File: src/rtl/skp_flt_pkg.sv
package skp_flt_pkg;
  localparam int HDR_W     = 4;
  localparam int SYM_W     = 8;
  localparam int TAIL_SYMS = 3;
  localparam int DIST_W    = $clog2(SYM_W + 1);

  localparam logic [HDR_W-1:0] HDR_DATA = 4'b1100;
  localparam logic [HDR_W-1:0] HDR_CTRL = 4'b0011;

  localparam logic [SYM_W-1:0] SYM_SKP    = 8'hCC;
  localparam logic [SYM_W-1:0] SYM_SKPEND = 8'h33;
  localparam logic [SYM_W-1:0] SYM_SYNC_A = 8'h00;
  localparam logic [SYM_W-1:0] SYM_SYNC_B = 8'hFF;

  // tolerance before and after the first SKP is known
  localparam logic [DIST_W-1:0] TOL_ENTRY = DIST_W'(1);
  localparam logic [DIST_W-1:0] TOL_INSET = DIST_W'(3);

  typedef enum logic [2:0] {
    FR_HDR, FR_DATA, FR_DROP, FR_CFIRST, FR_SKP, FR_TAIL
  } fr_state_e;

  function automatic logic [DIST_W-1:0] sym_dist(input logic [SYM_W-1:0] a,
                                                  input logic [SYM_W-1:0] b);
    return DIST_W'($countones(a ^ b));
  endfunction
endpackage

File: src/rtl/skp_block_framer.sv
module skp_block_framer
  import skp_flt_pkg::*;
#(
  parameter int PAY_SYMS = 16,
  parameter int MAX_SKP  = 48
) (
  input  logic                          clk,
  input  logic                          rst_n,
  input  logic                          bit_vld,
  input  logic                          bit_in,
  input  logic                          locked,
  output logic                          hdr_good,
  output logic                          hdr_bad,
  output logic                          blk_done,
  output logic [PAY_SYMS*SYM_W-1:0]     blk_word,
  output logic                          out_valid,
  output logic [PAY_SYMS*SYM_W-1:0]     out_word
);
  localparam int PAY_W = PAY_SYMS * SYM_W;
  localparam int LW    = $clog2(PAY_W);
  localparam int NW    = $clog2(MAX_SKP + 1);
  localparam logic [LW-1:0] HDR_LAST  = LW'(HDR_W - 1);
  localparam logic [LW-1:0] SYM_LAST  = LW'(SYM_W - 1);
  localparam logic [LW-1:0] PAY_LAST  = LW'(PAY_W - 1);
  localparam logic [LW-1:0] REST_LAST = LW'(PAY_W - SYM_W - 1);
  localparam logic [LW-1:0] TAIL_LAST = LW'(TAIL_SYMS * SYM_W - 1);
  localparam logic [NW-1:0] SKP_CAP   = NW'(MAX_SKP);

  fr_state_e st, st_n;
  logic [LW-1:0] left, left_n;
  logic [SYM_W-2:0] fld;
  logic [SYM_W-1:0] fld_sh;
  logic [PAY_W-2:0] pay_sh;
  logic [PAY_W-1:0] pay_full;
  logic [PAY_W-2:0] pay_n;
  logic [NW-1:0] nskp, nskp_n;

  assign fld_sh   = {fld, bit_in};
  assign pay_full = {pay_sh, bit_in};
  assign blk_word = pay_full;

  always_comb begin
    st_n     = st;
    left_n   = left;
    pay_n    = pay_sh;
    nskp_n   = nskp;
    hdr_good = 1'b0;
    hdr_bad  = 1'b0;
    blk_done = 1'b0;
    if (!locked) begin
      st_n   = FR_HDR;
      left_n = HDR_LAST;
      nskp_n = '0;
    end else if (bit_vld) begin
      left_n = left - LW'(1);
      unique case (st)
        FR_HDR: if (left == '0) begin
          if (fld_sh[HDR_W-1:0] == HDR_DATA) begin
            st_n = FR_DATA;   left_n = PAY_LAST; hdr_good = 1'b1;
          end else if (fld_sh[HDR_W-1:0] == HDR_CTRL) begin
            st_n = FR_CFIRST; left_n = SYM_LAST; hdr_good = 1'b1;
          end else begin
            st_n = FR_DROP;   left_n = PAY_LAST; hdr_bad = 1'b1;
          end
        end
        FR_DATA: begin
          pay_n = pay_full[PAY_W-2:0];
          if (left == '0) begin
            blk_done = 1'b1;
            st_n     = FR_HDR;
            left_n   = HDR_LAST;
          end
        end
        FR_DROP: if (left == '0) begin
          st_n = FR_HDR; left_n = HDR_LAST;
        end
        FR_CFIRST: if (left == '0) begin
          if (sym_dist(fld_sh, SYM_SKP) <= TOL_ENTRY) begin
            st_n = FR_SKP;  left_n = SYM_LAST;  nskp_n = NW'(1);
          end else if (sym_dist(fld_sh, SYM_SKPEND) <= TOL_ENTRY) begin
            st_n = FR_TAIL; left_n = TAIL_LAST;
          end else begin
            st_n = FR_DROP; left_n = REST_LAST;
          end
        end
        FR_SKP: if (left == '0) begin
          if ((nskp == SKP_CAP) || (sym_dist(fld_sh, SYM_SKP) > TOL_INSET)) begin
            st_n = FR_TAIL; left_n = TAIL_LAST;
          end else begin
            nskp_n = nskp + NW'(1); left_n = SYM_LAST;
          end
        end
        FR_TAIL: if (left == '0) begin
          st_n = FR_HDR; left_n = HDR_LAST;
        end
        default: begin
          st_n = FR_HDR; left_n = HDR_LAST;
        end
      endcase
    end
  end

  always_ff @(posedge clk or negedge rst_n) begin
    if (!rst_n) begin
      st        <= FR_HDR;
      left      <= HDR_LAST;
      fld       <= '0;
      pay_sh    <= '0;
      nskp      <= '0;
      out_valid <= 1'b0;
      out_word  <= '0;
    end else begin
      st     <= st_n;
      left   <= left_n;
      pay_sh <= pay_n;
      nskp   <= nskp_n;
      if (bit_vld)  fld      <= fld_sh[SYM_W-2:0];
      out_valid <= blk_done;
      if (blk_done) out_word <= pay_full;
    end
  end
endmodule

File: config.mk
export PLATFORM = sky130hd
export DESIGN_NAME = skp_block_framer
export DESIGN_NICKNAME = d
export VERILOG_FILES = /design/src/rtl/skp_flt_pkg.sv /design/src/rtl/skp_block_framer.sv
export SDC_FILE = /design/constraint.sdc
export NUM_CORES = 1
export LEC_CHECK = 0
export BUFFER_PORTS_ARGS = -buffer_cell sky130_fd_sc_hd__buf_2
export CORE_ASPECT_RATIO = 1.25
export CORE_UTILIZATION = 35
export DETAILED_ROUTE_END_ITERATION = 10
export PLACE_DENSITY = 0.56
export SLEW_MARGIN = 20
export SYNTH_ARGS = -nofsm -noshare
export SYNTH_HDL_FRONTEND = slang
export SYNTH_SLANG_ARGS = --single-unit
export TNS_END_PERCENT = 50
File: constraint.sdc
create_clock -name clk -period 8.9 [get_ports clk]
set_input_delay 0.445 -clock clk [delete_from_list [all_inputs] [get_ports clk]]
set_output_delay 0.445 -clock clk [all_outputs]
set_load 0.01 [all_outputs]
==> summary.txt, run 1 <==
Clock Path Buffers - 3
Remaining DRCs - 0
Initial antenna violation count - 0
H-tree lvl count - 1
Compound-Gate Fraction of Synth Area - 3.530%
Avg Inst Size Synth - 15.16 um^2
Area grow syn2layout - 23.79%
Ant diodes - 0
Unique masters post-synth - 52
Most frequent cells in the layout - dfrtp_1 (277), buf_2 (263), mux2_2 (154), mux2_1 (101)
F_max - 265.1 MHz
Post-Route WL - 24.75 mm
CP Launch Type - register
Post-Layout Cell Count - 1453
Drt first-iter violations - 430
Crit Path Class - register to register
Outcome - completed
Io pins - 265
Hold Vio Cnt, Final - 0
Mapped Cells - 753
GR Util All Layers - 14.53%
Period utilization - 42.39%
CP cell instances - fa_1 > fa_1 > fa_1 > ha_1 > fa_1 > nor2_1 > a31oi_1 > o22ai_1 > or4b_1 > nand2_1
Post-CTS setup buffers - 0
CTS root buffer - clkbuf_16
Detailed placement HPWL - 16.23 mm
TritonCTS clock tree - done
Netlist Area Pre-Place - 11410 um^2
Req. time, crit path - 9.39 ns
Cell family with most CP delay - adder cells
RSZ-0062 raised after global routing - no
Leak pwr - 0.007908 uW
Synth Flop Type - dfrtp_1
Die H - 203.9 um
Layout cells sized above 1 - 46.59%
Clock sink count - 279
Final antenna-violating net count - 0
Inserted Clock Buffers - 30
Synth warn - 0
Crit path max-delay cell type - fa_1
Max_cap viols - 0
Xor and xnor area share after synthesis - 0.07675%
Synth Register Bits - 279
Post-DR wirelength/cell - 17.04 um
Vias in the first global route - 6825
Seq/Total Area, Yosys - 61.20%
Final Wtd Congestion - 0.7956
Post-synth EDFFs - 0
Largest family of logic cells by synthesized area - multiplexers
Congestion Overflow GR - 0
Worst path max stage delay - 0.54 ns
HP Class - input port to register
First-pass GRT wire length - 38.80 mm
Worst path arrival time - 4.27 ns
DIE AREA - 33340 um^2
Syn Nets - 779
P per Cell Area - 199.5 nW/um^2
Number of setup violations in the final report - 0
Peak VDD IR - 0.1644 mV
Final net count - 1045
Post-synthesis mux area share - 25.25%
Async set or reset register ratio after synthesis - 100.0%
Port Buffers - 264
Setup TNS - 0 ns
DRT Pass-1 Iters - 6
Final clock skew - 0.007871 ns
Chip width - 163.5 um
Slew headroom - 32.27%
Slew at the pin closest to its max-slew limit - 1.016 ns
Post-CTS sizing - 0
Worst-path clk slew - 0.06 ns
Worst-Skew Late Latency - 0.56 ns
Commonest non-fill, non-tap cell in the layout - dfrtp_1
Largest net degree at the start of global routing - 170
Synth Area in Simple Gates - 3.969%
Initial Util - 35.70%
CP max FO - 5
Cell Rows - 73
Crit path buf inv count - 0
Min cycle time layout - 3.772 ns
Via count - 7053
Worst Hold Slack - 0.2214 ns
Slew Limit Fails - 0
Core area - 31970 um^2
Critical path's most frequent cell - fa_1
Dpl cells - 1398
Via/cell ratio - 4.854
Critical Path Sink Type - register
Adder-Cell Fraction of Synth Area - 2.829%
cell usage after synthesis, drive strengths merged, types with 5 or more instances:
cell | count | area share, %
dfrtp | 277 | 61
mux2 | 255 | 25
nand2 | 30 | 0.99
buf | 29 | 2.4
o21ai | 20 | 0.88
inv | 17 | 0.56
nor2 | 14 | 0.46
ha | 13 | 1.4
nand3 | 9 | 0.39
fa | 8 | 1.4
clkbuf | 6 | 0.20
nor3 | 5 | 0.32
stage by stage:
| step | power (uW) | cell area [um^2] | setup WS [ns] | util, % |
|---|---|---|---|---|
| after global placement | 1464 | 13010 | 5.038 | 40.70 |
| final | 2818 | 14130 | 5.128 | 44.19 |
| after global routing | 2931 | 14130 | 4.899 | 44.19 |
| after detailed placement | 1467 | 13010 | 4.961 | 40.70 |
| after CTS | 2868 | 14130 | 5.106 | 44.19 |
| after floorplan | 1406 | 11410 | 5.341 | - |
layout make-up:
type	instances	area, um^2
Timing Repair Buffer	269	1384
Inverter	17	63.81
Sequential cell	279	6984
Clock buffer	40	838.3
Clock inverter	14	266.5
Fill cell	3014	17840
Tap cell	412	515.5
Multi-Input combinational cell	422	4075
metal layers:
metal  GRT usage [%]  share of wire (%)
met1           19.42                 44
met2           23.87                 48
met3           2.699                5.9
met4           4.431                2.0
met5               0                  0
cell families (layout without fill, tap and decap cells):
| group | after synthesis | in the layout |
|---|---|---|
| simple gates | 87 | 87 |
| compound gates | 57 | 57 |
| flops | 279 | 279 |
| buf+inv | 52 | 340 |
| fa+ha+maj | 21 | 21 |
| xor+xnor | 1 | 1 |
| mux | 256 | 256 |
timing repair:
| item | CTS | global route |
|---|---|---|
| hold endpoints to repair | 78 | 0 |
| hold buffers | 1 | 0 |
| endpoints found under the setup margin | 0 | 0 |
worst paths after layout:
| kind | startpoint | end | slack [ns] | cells past startpoint |
|---|---|---|---|---|
| setup / recovery | fld[0]$_DFFE_PN0P_ | st[2]$_DFFE_PN0P_ | 5.13 | 10 |
| hold / removal | bit_in | fld[0]$_DFFE_PN0P_ | 0.22 | 3 |
| setup reg to reg | fld[0]$_DFFE_PN0P_ | st[2]$_DFFE_PN0P_ | 5.13 | 10 |
| hold reg to reg | out_word[73]$_DFFE_PN0P_ | out_word[73]$_DFFE_PN0P_ | 0.48 | 1 |
| max in group asynchronous | rst_n | out_word[109]$_DFFE_PN0P_ | 6.87 | 3 |
| min in group asynchronous | rst_n | pay_sh[71]$_DFFE_PN0P_ | 0.52 | 2 |
state kept, by name, summed over array words and instances (netlist names):
| name | cells |
|---|---|
| out_word | 128 |
| pay_sh | 127 |
| st | 3 |
| fld | 7 |
| nskp | 6 |
| out_valid | 1 |
| left | 7 |
power by group:
part | leakage [uW] | switching [uW] | total (uW) | internal (uW)
registers | 0.00388 | 6.00 | 1280 | 1270
logic | 0.00349 | 109 | 163 | 54.2
clock network | 0.000537 | 511 | 1370 | 863
worst register-to-register path, delay by kind of cell (launching register included):
kind | cells | cell delay, ns
adder cells (fa/ha/maj) | 5 | 2.11
AND/OR/NAND/NOR | 3 | 0.73
AO/OA/AOI/OAI | 2 | 0.44
flip-flops | 1 | 0.42
Power figures use the tool's default switching activity.
==> run 2, diff against run 1 <==
Settings changed: PLACE_DENSITY 0.56 to 0.58.
Clock period 8.9 ns to 3 ns, I/O delays scaled along.
==> run 2 against run 1 <==
Net effect: the run now ends with negative setup slack left; die area unchanged; sequential share of layout area down 0.86 points; setup slack worse by 5.6 ns; global-route usage grew 0.11 points; power grew to 2.9 times the previous value; non-clock buffer count rose by 25; fmax grew 7.7%; register-to-register slack worse by 5.6 ns; wire length about the same; clock power rose to 2.7 times the previous value; combinational power grew to 4.0 times the previous value; critical endpoint is now left[4]$_DFFE_PN0N_; largest power group is now registers.
==> summary.txt, run 2 (synthesized netlist as in run 1, its figures left out) <==
Outcome - finished with violations
Failing checks - negative setup slack
Critical path's most frequent cell - fa_1
Initial Util - 35.70% (unchanged)
DIE AREA - 33340 um^2 (unchanged)
P per Cell Area - 567.6 nW/um^2 (+180%)
Worst-path clk slew - 0.07 ns (about the same)
Worst Hold Slack - 0.04526 ns (-0.1761 ns)
Cell family with most CP delay - adder cells
Crit Path Class - register to register
Worst path arrival time - 3.99 ns (-0.28 ns)
GR Util All Layers - 14.65% (+0.11 points)
Flop pwr share - 46.5% (+1.1 points)
Setup WS post-layout - -0.5018 ns (-5.629 ns)
Commonest non-fill, non-tap cell in the layout - dfrtp_1
F_max - 285.6 MHz (+7.7%)
Remaining DRCs - 0 (unchanged)
Layout cells sized above 1 - 48.87% (+2.3 points)
Largest net degree at the start of global routing - 75 (-56%)
CP cell instances - fa_1 > fa_1 > fa_1 > ha_2 > fa_2 > o31ai_1 > a31oi_1 > o221ai_1 > a311o_1 > nand3_1
Critical Path Sink Type - register
Comb pwr share - 8.1% (+2.3 points)
Port Buffers - 264 (unchanged)
Final Wtd Congestion - 0.8177 (+2.8%)
Largest registers - out_word x128, pay_sh x127
Min cycle time layout - 3.502 ns (-0.2707 ns)
Final antenna-violating net count - 0 (unchanged)
Hold Vio Cnt, Final - 0 (unchanged)
CP max FO - 4 (-1)
Leak pwr - 0.008018 uW (+1.4%)
Internal Dissipation - 6291 uW (+190%)
Post-Route WL - 24.76 mm (about the same)
RSZ-0062 raised after global routing - yes
Die H - 203.9 um (unchanged)
Reg with most FFs - out_word
Core area - 31970 um^2 (unchanged)
TritonCTS clock tree - done
Area grow syn2layout - 26.00%
Period utilization - 116.7% (+74 points)
Slew at the pin closest to its max-slew limit - 0.5971 ns (-0.4188 ns)
Req. time, crit path - 3.49 ns (-5.90 ns)
Initial antenna violation count - 0 (unchanged)
Crit path max-delay cell type - fa_2
HP Class - input port to register
Number of setup violations in the final report - 12 (+12)
Cell Rows - 73 (unchanged)
CP Launch Type - register
Area of the multi-input gates - 4155 um^2 (+2.0%)
Via/cell ratio - 4.846 (-0.18%)
Worst path max stage delay - 0.60 ns (+0.06 ns)
Sw Ratio - 22.92% (+0.70 points)
DP Area - 13290 um^2 (+2.1%)
Max_cap viols - 0 (unchanged)
Chip width - 163.5 um (unchanged)
CTS root buffer - clkbuf_16
Most frequent cells in the layout - dfrtp_1 (277), buf_2 (263), mux2_2 (154), mux2_1 (101), nand2_1 (30)
Crit path buf inv count - 0 (unchanged)
DRT Pass-1 Iters - 4 (-2)
Drt first-iter violations - 439 (+2.1%)
Inserted Clock Buffers - 29 (-3.3%)
Seq. cell area - 6984 um^2 (unchanged)
Largest register FFs - 128 (unchanged)
Fillers - 2924 (-3.0%)
Final net count - 1069 (+2.3%)
Worst-Skew Late Latency - 0.55 ns (about the same)
Clock share of power - 45.4% (-3.4 points)
Clock sink count - 279 (unchanged)
Final clock skew - 0.01235 ns (+0.004478 ns)
Slew headroom - 60.20% (+28 points)
Detailed placement HPWL - 17.43 mm (+7.4%)
Vias in the first global route - 7117 (+4.3%)
First-pass GRT wire length - 39.49 mm (+1.8%)
Post-DR wirelength/cell - 16.78 um (-1.5%)
Fin util - 44.98% (+0.79 points)
H-tree lvl count - 1 (unchanged)
Post-route cell area - 14380 um^2 (+1.8%)
Slew Limit Fails - 0 (unchanged)
Io pins - 265 (unchanged)
Peak VDD IR - 0.4713 mV (+190%)
P_sw - 1871 uW (+200%)
Via count - 7152 (+1.4%)
Ant diodes - 0 (unchanged)
Clock Path Buffers - 3 (unchanged)
Congestion Overflow GR - 0 (unchanged)
[run 2: final timing paths]
check                                         startpoint                       end  slack [ns]  cells past startpoint
worst max-delay path                  fld[0]$_DFFE_PN0P_       left[4]$_DFFE_PN0N_       -0.50                     10
worst min-delay path                             bit_vld        fld[2]$_DFFE_PN0P_        0.05                      3
worst max register to register        fld[0]$_DFFE_PN0P_       left[4]$_DFFE_PN0N_       -0.50                     10
worst min register to register  out_word[56]$_DFFE_PN0P_  out_word[56]$_DFFE_PN0P_        0.48                      1
max in group asynchronous                          rst_n       left[1]$_DFFE_PN1N_        1.97                      3
min in group asynchronous                          rst_n  out_word[74]$_DFFE_PN0P_        0.14                      2
[run 2: power by group through the flow]
| stage | logic [uW] | registers [uW] | clock network, uW |
|---|---|---|---|
| 2_1_floorplan | 340 | 3860 | 0 |
| 3_3_place_gp | 593 | 3860 | 0 |
| 3_5_place_dp | 616 | 3860 | 0 |
| 4_1_cts | 642 | 3790 | 3850 |
| 5_1_grt | 749 | 3790 | 3990 |
| 6_report | 659 | 3790 | 3710 |
[run 2: layout make-up]
type | count | area share, %
inverters | 17 | 0.4438
clock inverters | 12 | 1.036
repair buffers | 294 | 11.57
multi-input cells | 422 | 28.90
clock buffers | 40 | 5.891
flip-flops and latches | 279 | 48.57
well taps | 412 | 3.585
[run 2: what timing repair did]
action / 4_1_cts / 5_1_grt
endpoints found under the hold margin: 75 / 0
cloned: 0 / 0
resized for setup: 6 / 7
setup buffers: 1 / 0
endpoints found under the setup margin: 12 / 13
pin swaps: 4 / 1
hold buffers: 3 / 0
[run 2: per-stage QoR]
step	setup WS (ns)	cells	TNS, ns	power [uW]
CTS	-0.5311	1476	-5.253	8283
detailed placement	-0.5560	1420	-5.885	4479
global placement	-0.4551	1420	-4.583	4455
global route	-0.6378	1476	-6.609	8527
finish	-0.5018	1476	-5.102	8162
floorplan	-0.3850	753	-3.542	4204
[run 2: tightest hold or removal path: stages]
cell,delay (ns)
buf_2,0.22
nand2_1,0.10
o21ai_0,0.07
[run 2: layer usage]
metal / up-vias / share of wire (%) / track usage (%)
li1: 3268 / - / -
met1: 3648 / 43 / 18.84
met2: 205 / 49 / 25.24
met3: 31 / 5.6 / 2.354
met4: 0 / 2.0 / 4.266
met5: - / 0 / 0
==> run 3, diff against run 2 <==
Settings changed: CORE_UTILIZATION 35 to 30, PLACE_DENSITY 0.58 to 0.51.
==> run 3 against run 2 <==
Net effect: the run still ends with negative setup slack left; flip-flop and latch count stayed put; fmax hardly changed; power decreased by 1.0%; cell count increased by 5.0%; global-route usage is 1.3 points lower; sequential power hardly changed; via count decreased by 0.50%; first-iteration DRC count fell by 19%; non-clock buffer count up 2; clock skew shrank 0.0019 ns; wire length rose by 6.1%; critical path depth unchanged; largest power group unchanged.
==> summary.txt, run 3 (synthesized netlist as in run 1, its figures left out) <==
Seq. cell area - 6984 um^2 (unchanged)
Remaining DRCs - 0 (unchanged)
Worst path arrival time - 3.99 ns (about the same)
Core area - 37360 um^2 (+17%)
Post-DR wirelength/cell - 16.95 um (+1.0%)
Hold Vio Cnt, Final - 0 (unchanged)
Failing checks - negative setup slack
Via count - 7116 (-0.50%)
Area grow syn2layout - 27.02%
HP Class - input port to register
Sw Ratio - 23.24% (+0.32 points)
Worst-Skew Late Latency - 0.56 ns (about the same)
Drt first-iter violations - 357 (-19%)
Worst-path clk slew - 0.06 ns (about the same)
Via/cell ratio - 4.591 (-5.3%)
Reg with most FFs - out_word
Crit Path Class - register to register
Clock share of power - 44.4% (-1.0 points)
CP max FO - 5 (+1)
Leak pwr - 0.008017 uW (about the same)
Setup WS post-layout - -0.5020 ns (-0.0002550 ns)
Area of the multi-input gates - 4195 um^2 (+0.96%)
Congestion Overflow GR - 0 (unchanged)
Final Wtd Congestion - 0.7891 (-3.5%)
Worst path max stage delay - 0.61 ns (about the same)
Vias in the first global route - 7141 (+0.34%)
Min cycle time layout - 3.502 ns (+0.0002550 ns)
Layout cells sized above 1 - 48.97% (+0.094 points)
Final antenna-violating net count - 0 (unchanged)
Comb pwr share - 8.6% (+0.5 points)
CP cell instances - fa_1 > fa_1 > fa_1 > ha_2 > fa_2 > o31ai_1 > a31oi_1 > o221ai_1 > a311o_1 > nand3_1
Number of setup violations in the final report - 12 (unchanged)
Post-Layout Cell Count - 1550 (+5.0%)
Crit path max-delay cell type - fa_2
DIE AREA - 38830 um^2 (+16%)
Clock Path Buffers - 3 (unchanged)
Req. time, crit path - 3.49 ns (about the same)
Critical Path Sink Type - register
GR Util All Layers - 13.33% (-1.3 points)
First-pass GRT wire length - 41.26 mm (+4.5%)
Hold path depth - 3 (unchanged)
P_sw - 1878 uW (+0.35%)
CTS root buffer - clkbuf_16
Max_cap viols - 0 (unchanged)
Outcome - finished with violations
Slew headroom - 56.59% (-3.6 points)
Chip width - 176.5 um (+7.9%)
CP Launch Type - register
Final net count - 1072 (+0.28%)
Largest register FFs - 128 (unchanged)
Dpl cells - 1496 (+5.4%)
Flop pwr share - 47.0% (+0.5 points)
Die H - 220.1 um (+7.9%)
Port Buffers - 264 (unchanged)
F_max - 285.5 MHz (about the same)
Largest registers - out_word x128, pay_sh x127
RSZ-0062 raised after global routing - yes
Commonest non-fill, non-tap cell in the layout - dfrtp_1
Reg2reg path depth - 10 (unchanged)
Detailed placement HPWL - 18.19 mm (+4.4%)
Ant diodes - 0 (unchanged)
Post-Route WL - 26.27 mm (+6.1%)
Peak VDD IR - 0.3771 mV (-20%)
Final Power - 8078 uW (-1.0%)
Critical path's most frequent cell - fa_1
Internal Dissipation - 6200 uW (-1.4%)
Period utilization - 116.7% (about the same)
Initial Util - 30.54% (-5.2 points)
Final clock skew - 0.01043 ns (-0.001914 ns)
Initial antenna violation count - 0 (unchanged)
Slew Limit Fails - 0 (unchanged)
Fillers - 3642 (+25%)
Most frequent cells in the layout - dfrtp_1 (277), buf_2 (262), mux2_2 (154), mux2_1 (101), clkbuf_16 (31)
Post-Place Setup Slack - -0.5443 ns (+0.01175 ns)
Clock sink count - 279 (unchanged)
DRT Pass-1 Iters - 4 (unchanged)
Largest net degree at the start of global routing - 86 (+15%)
Slew at the pin closest to its max-slew limit - 0.6512 ns (+0.05413 ns)
H-tree lvl count - 1 (unchanged)
Io pins - 265 (unchanged)
R2R setup slack - -0.50 ns (about the same)
P per Cell Area - 557.3 nW/um^2 (-1.8%)
Inserted Clock Buffers - 30 (+3.4%)
TritonCTS clock tree - done
Cell Rows - 79 (+8.2%)
run 3: final cells by class:
| type | count | share of cell area, % |
|---|---|---|
| flip-flops and latches | 279 | 48.18 |
| well taps | 486 | 4.195 |
| repair buffers | 296 | 11.64 |
| multi-input cells | 422 | 28.94 |
| inverters | 17 | 0.4402 |
| clock inverters | 7 | 0.4489 |
| clock buffers | 43 | 6.146 |
run 3: stage by stage:
| stage | setup TNS [ns] | cell area (um^2) | hold WS [ns] | util (%) |
|---|---|---|---|---|
| global placement | -4.572 | 13380 | 0.1944 | 35.81 |
| finish | -5.427 | 14500 | 0.03985 | 38.80 |
| CTS | -5.120 | 14420 | 0.001019 | 38.60 |
| global route | -7.072 | 14500 | 0.05325 | 38.80 |
| floorplan | -3.542 | 11430 | -0.1456 | - |
| detailed placement | -5.810 | 13380 | 0.1992 | 35.81 |
run 3: repair_timing:
item	4_1_cts	5_1_grt
hold buffers	3	0
pin swaps	10	5
buffers inserted	0	1
gates resized for setup	11	13
setup endpoints to repair	12	14
hold endpoints to repair	82	0
run 3: worst paths after layout:
| kind | start | endpoint |
|---|---|---|
| min reg2reg | out_word[62]$_DFFE_PN0P_ | out_word[62]$_DFFE_PN0P_ |
| max | fld[0]$_DFFE_PN0P_ | left[4]$_DFFE_PN0N_ |
| min | bit_vld | fld[5]$_DFFE_PN0P_ |
| max reg2reg | fld[0]$_DFFE_PN0P_ | left[4]$_DFFE_PN0N_ |
| max in group asynchronous | rst_n | left[1]$_DFFE_PN1N_ |
| min in group asynchronous | rst_n | out_word[41]$_DFFE_PN0P_ |
run 3: layer usage:
| layer | global-route usage, % | routed length (um) | vias to the layer above |
|---|---|---|---|
| met3 | 2.450 | 1528 | 39 |
| met2 | 22.65 | 12830 | 214 |
| li1 | - | - | 3271 |
| met1 | 17.22 | 11420 | 3592 |
| met5 | 0 | 0 | - |
| met4 | 3.879 | 494 | 0 |
run 3: worst max-delay path: cells and delay by family (launching register included):
kind | cells | cell delay [ns]
fa+ha+maj | 5 | 2.28
flops | 1 | 0.40
simple gates | 1 | 0.08
compound gates | 4 | 0.68
run 3: power by group through the flow:
stage / sequential (uW) / combinational (uW) / clock, uW
2_1_floorplan: 3860 / 340 / 0
3_3_place_gp: 3860 / 584 / 0
3_5_place_dp: 3860 / 600 / 0
4_1_cts: 3800 / 660 / 3740
5_1_grt: 3800 / 785 / 3890
6_report: 3800 / 696 / 3590
